**src/rtl/shift_pkg.sv**
```systemverilog
package shift_pkg;

  localparam int OPC_W = 5;
  localparam logic [OPC_W-1:0] OPC_SHL = 5'b00100;
  localparam logic [OPC_W-1:0] OPC_SAR = 5'b00101;

  // Mirror a vector end for end: bit i moves to bit (n-1-i).
  function automatic logic [63:0] mirror64(input logic [63:0] v, input int n);
    logic [63:0] r;
    r = '0;
    for (int i = 0; i < n; i++) r[n-1-i] = v[i];
    return r;
  endfunction

  // Mask with the low n bits set.
  function automatic logic [63:0] low_ones(input int n);
    logic [63:0] m;
    m = '0;
    for (int i = 0; i < n; i++) m[i] = 1'b1;
    return m;
  endfunction

endpackage

```
**src/rtl/word_mirror.sv**
```systemverilog
module word_mirror #(
  parameter int WIDTH = 32
) (
  input  logic [WIDTH-1:0] src,
  output logic [WIDTH-1:0] dst
);
  generate
    for (genvar i = 0; i < WIDTH; i++) begin : g_bit
      assign dst[WIDTH-1-i] = src[i];
    end
  endgenerate
endmodule

```
**src/rtl/lshift_core.sv**
```systemverilog
module lshift_core #(
  parameter int WIDTH = 32,
  parameter int AMT_W = $clog2(WIDTH)
) (
  input  logic [WIDTH-1:0] din,
  input  logic [AMT_W-1:0] amt,
  input  logic             fill,
  output logic [WIDTH-1:0] dout
);
  logic [WIDTH-1:0] stage [0:AMT_W];

  assign stage[0] = din;

  generate
    for (genvar k = 0; k < AMT_W; k++) begin : g_stage
      localparam int STEP = 1 << k;
      logic [WIDTH-1:0] moved;
      assign moved        = {stage[k][WIDTH-1-STEP:0], {STEP{fill}}};
      assign stage[k+1]   = amt[k] ? moved : stage[k];
    end
  endgenerate

  assign dout = stage[AMT_W];
endmodule

```
**src/rtl/barrel_shift_unit.sv**
```systemverilog
module barrel_shift_unit
  import shift_pkg::*;
#(
  parameter int WIDTH = 32,
  parameter int AMT_W = $clog2(WIDTH)
) (
  input  logic [WIDTH-1:0] data_in,
  input  logic [AMT_W-1:0] shamt,
  input  logic [OPC_W-1:0] opcode,
  output logic [WIDTH-1:0] result
);
  logic             is_sar;
  logic             sign_bit;
  logic             fill_bit;
  logic [WIDTH-1:0] core_in;
  logic [WIDTH-1:0] core_out;
  logic [WIDTH-1:0] mirrored_in;
  logic [WIDTH-1:0] mirrored_out;

  assign is_sar   = (opcode == OPC_SAR);
  assign sign_bit = data_in[WIDTH-1];
  assign fill_bit = is_sar & sign_bit;

  word_mirror #(.WIDTH(WIDTH)) u_mirror_in (
    .src (data_in),
    .dst (mirrored_in)
  );

  assign core_in = is_sar ? mirrored_in : data_in;

  lshift_core #(.WIDTH(WIDTH), .AMT_W(AMT_W)) u_core (
    .din  (core_in),
    .amt  (shamt),
    .fill (fill_bit),
    .dout (core_out)
  );

  word_mirror #(.WIDTH(WIDTH)) u_mirror_out (
    .src (core_out),
    .dst (mirrored_out)
  );

  assign result = is_sar ? mirrored_out : core_out;

  always_comb begin

    zero_pass_chk: assert (shamt != '0 || result == data_in);

    shl_lsb_chk: assert (is_sar || shamt == '0 || result[0] == 1'b0);

    sar_sign_chk: assert (!is_sar || result[WIDTH-1] == data_in[WIDTH-1]);

    sar_order_chk: assert (!is_sar ||
                           (data_in[WIDTH-1] ? (result >= data_in) : (result <= data_in)));
  end
endmodule

```
**config.mk**
```make
export PLATFORM = sky130hd
export DESIGN_NAME = barrel_shift_unit
export DESIGN_NICKNAME = d
export VERILOG_FILES = /design/src/rtl/shift_pkg.sv /design/src/rtl/word_mirror.sv /design/src/rtl/lshift_core.sv /design/src/rtl/barrel_shift_unit.sv
export SDC_FILE = /design/constraint.sdc
export NUM_CORES = 1
export LEC_CHECK = 0
export ABC_AREA = 1
export CELL_PAD_IN_SITES_DETAIL_PLACEMENT = 0
export CELL_PAD_IN_SITES_GLOBAL_PLACEMENT = 1
export CORE_MARGIN = 8
export CORE_UTILIZATION = 35
export DETAILED_ROUTE_END_ITERATION = 8
export PLACE_DENSITY = 0.92
export SYNTH_ARGS = -nofsm -noshare
export SYNTH_HDL_FRONTEND = slang
export SYNTH_SLANG_ARGS = --single-unit
export TNS_END_PERCENT = 30
```
**constraint.sdc**
```tcl
create_clock -name vclk -period 2.7
set_input_delay 0.405 -clock vclk [all_inputs]
set_output_delay 0.405 -clock vclk [all_outputs]
set_load 0.05 [all_outputs]
```
Word level (Yosys, flattened, before mapping)
Index checks and enable logic that the tools add are counted.
W data, S select, Z words.
{"block": "classes", "n_eq_ne": 1, "mux": 7, "bitwise_logic": 1}
{"cell": "$mux W32", "count": 7}
{"cell": "$eq A5 B3 Y1 const B", "count": 1}
{"cell": "$and A1 B1 Y1", "count": 1}
{"block": "totals", "reg_bits": 0, "out_inout_bits": 32, "wordCells": 9}

Depth between registers and ports, before layout
{"block": "logic_depth", "ltp_word": 8, "mapped_depth": 15, "mapped_depth_nobuf": 15}

Modules after synthesis
Synthesis repeated with hierarchy kept, for this count alone.
{"block": "unflattened", "hier_cells": 685, "area_unflattened_um2": 3547.2}
{"mod": "lshift_core", "n_inst": 1, "cells_each": 395, "area_each_um2": 1950.6, "seq_area_each_um2": 0.0}
{"mod": "barrel_shift_unit", "n_inst": 1, "cells_each": 226, "area_each_um2": 1116.1, "seq_area_each_um2": 0.0}
{"mod": "word_mirror", "n_inst": 2, "cells_each": 32, "area_each_um2": 240.2, "seq_area_each_um2": 0.0}

Worst setup path before layout
Ideal clock, no wire load.
{"block": "synth_path", "kind": "input-to-output", "start": "in opcode[1]", "end": "out result[11]", "t_arrival_ps": 1876, "slack_ps": 419, "path_stages": 11, "n_path_buf": 2, "path_cell_list": "inv_2 -> buf_2 -> buf_2 -> nand4_1 -> nand3_1 -> nand3_1 -> nand3_1 -> nand3_1 -> nand3_1 -> nand3_1 -> nand2_1"}
{"block": "synth_via", "elab_chain_len": 8, "word_cells_on_any_way": 9}
{"item": "start: declaration", "line": "barrel_shift_unit.sv:9", "source": "input logic [OPC_W-1:0] opcode,"}
{"item": "$eq A5 B3 Y1 *", "line": "barrel_shift_unit.sv:20", "source": "assign is_sar = (opcode == OPC_SAR);"}
{"item": "$mux W32 or $and A1 B1 Y1 (tied branches)", "line": "barrel_shift_unit.sv:29, barrel_shift_unit.sv:22"}
{"item": "$mux W32 (5 in series)", "line": "lshift_core.sv:19", "source": "assign stage[k+1] = amt[k] ? moved : stage[k];"}
{"item": "$mux W32 *", "line": "barrel_shift_unit.sv:43", "source": "assign result = is_sar ? mirrored_out : core_out;"}
{"item": "end: declaration", "line": "barrel_shift_unit.sv:10", "source": "output logic [WIDTH-1:0] result"}
Every way passes the cells marked *; elsewhere a longest branch is shown, timed or not.

Final worst setup path
{"block": "layout_path", "start": "in opcode[4]", "end": "out result[7]"}
Same word-level chain as after synthesis.

==> impl_metrics.env <==
export IMPL_rows=32
export IMPL_grt_pass1_vias=4686
export IMPL_fmax_mhz=371
export IMPL_post_route_period_util_pct=99.8
export IMPL_final_area_um2=5550
export IMPL_final_nets=727
export IMPL_viasPerCell=6.56
export IMPL_synth_top_cells_by_area="nand3_1, nand2_1, nand4_1"
export IMPL_setup_ws_ns=0.00660
export IMPL_ioPinCount=74
export IMPL_wl_um=15000
export IMPL_drtIter0Drc=842
export IMPL_hold_violations=0
export IMPL_cp_start_kind="input pin"
export IMPL_worstMarginPinSlew_ns=0.446
export IMPL_dpl_cell_area_um2=4120
export IMPL_slowest_stage="nand3_4"
export IMPL_min_period_ns=2.69
export IMPL_slew_viol_final=0
export IMPL_end_kind="output port"
export IMPL_dr_pass1_iters=6
export IMPL_dp_hpwl_um=9270
export IMPL_cts_hold_buf=0
export IMPL_netlist_area_um2=2830
export IMPL_min_to="result[31]"
export IMPL_syn2layout_area_growth_pct=96.2
export IMPL_antenna_found_initial=0
export IMPL_nFlopsAndLatches=0
export IMPL_powerDensity_nw_per_um2=224
export IMPL_synth_commonest_cells="nand3_1, nand2_1, nand4_1"
export IMPL_synthCells=612
export IMPL_post_route_drc_count=0
export IMPL_arrival_ns=2.29
export IMPL_ys_seq_area_share_pct=0
export IMPL_crit_chain="buf_6, nor2_4, nand3_4, buf_12, buf_16, nand2_1, nand3_2, nand3_2, nand3_2, nand3_4, nand3_2, nand3_2, nand2_2, buf_12"
export IMPL_core_um2=7770
export IMPL_wl_per_cell_um=19.1
export IMPL_grt_max_degree=36
export IMPL_netlist_area_leader_share_pct=52.4
export IMPL_critPathMaxFanout=12
export IMPL_hold_depth=6
export IMPL_initial_core_util_pct=36.4
export IMPL_cpPeakStageDelay_ns=0.21
export IMPL_dieArea_um2=11200
export IMPL_vias=5148
export IMPL_seq_area_um2=0
export IMPL_crit_top_cell="nand3_2"
export IMPL_holdWs_ns=1.54
export IMPL_tns_ns=0
export IMPL_max_slew_margin_pct=70.2
export IMPL_die_w_um=106
export IMPL_syn_nets=654
export IMPL_worstHoldStart="data_in[31]"
export IMPL_antenna_left=0
export IMPL_postSynthAreaPerCell_um2=4.62
export IMPL_cap_violations=0
export IMPL_overflow=0
export IMPL_yosysUniqueCellTypes=18
export IMPL_die_h_um=106
export IMPL_yosysWarnings=0
export IMPL_num_antenna_cells=0
export IMPL_clock_buffer_count=0
export IMPL_p_leak_nw=2.63
export IMPL_yosysTopAreaCell="nand3_1"
export IMPL_port_buffers=74
export IMPL_pre_cts_slack_ns=-0.279
export IMPL_critPathKind="input pin to output port"
export IMPL_grt_usage_pct=23.2
export IMPL_vdd_drop_max_uv=146
export IMPL_status="completed"
export IMPL_drive_gt1_share_pct=47.6
export IMPL_setup_viol=0
export IMPL_synth_most_common_cell="nand3_1"
export IMPL_grt_pass1_wl_um=22400
export IMPL_cp_required_ns=2.30
export IMPL_place_congestion=1.01
export IMPL_hold_path_class="input pin to output port"
==> report_power, final <==
group	internal, mW	total, mW	switching [mW]
combinational	0.510	1.24	0.733
clock	0	0	0
sequential	0	0	0
==> critical path, delay by kind of cell <==
family                 cells  cell delay (ns)
and+or+nand+nor           10             1.29
buffers and inverters      4             0.58
==> logic make-up (layout without fill, tap and decap cells) <==
family,Yosys count,after routing,share of synthesized area [%]
AOI/OAI and AO/OA,2,2,0.442
and+or+nand+nor,533,533,87.6
buffers and inverters,77,148,11.9
==> placed cells by master, fill, tap and decap left out <==
cell type        instances
nand2_4                  1
nor2_4                   1
o211ai_1                 1
clkdlybuf4s50_1         34
nand4_1                 30
nand3_1                141
inv_4                    1
buf_4                   19
nand2_2                 71
a21oi_2                  1
clkinv_1                 1
nor2_2                   1
buf_8                    2
buf_6                    9
or2_4                    1
buf_16                   2
nand3_2                144
buf_12                  47
nand2_1                128
bufbuf_16                1
nand3_4                 12
inv_1                   18
clkbuf_16                3
dlymetal6s2s_1           3
nand4_4                  1
inv_2                    3
nor2_1                   2
clkbuf_2                 4
clkinvlp_4               1
==> metrics by stage <==
step / total power [mW] / instances / util, %
final: 1.24 / 785 / 71.5
after global routing: 1.30 / 785 / 71.5
after CTS: 1.11 / 777 / 63.5
after detailed placement: 0.986 / 766 / 53.0
after global placement: 0.977 / 766 / 53.0
after floorplan: 0.563 / 612 / -
==> how the worst max path moves through the flow <==
stage	start	end	slack, ns	cells past startpoint
final	opcode[4]	result[7]	0.007	14
after global routing	opcode[4]	result[21]	-0.06	14
after CTS	shamt[0]	result[18]	0.01	12
after detailed placement	opcode[4]	result[5]	-0.28	14
after global placement	opcode[4]	result[5]	-0.25	14
after floorplan	opcode[1]	result[11]	0.42	11
==> metal layers <==
layer	vias to the layer above	track usage, %	part of all wire (%)
met1	2342	27.2	36
met4	0	10.5	5.8
li1	2288	-	-
met3	99	2.54	8.8
met5	-	0	0
met2	419	41.4	49
==> final cells by class <==
class,instances,area [um2]
multi-input combinational,535,3550
fill,584,2220
timing repair buffer,124,1780
tap,102,128
inverter,24,96.3
==> what timing repair did <==
item | CTS | global route
pin swaps | 34 | 54
resized for setup | 163 | 125
gates cloned | 3 | 3
endpoints found under the setup margin | 32 | 32
setup buffers | 8 | 5
Power figures use the tool's default switching activity.
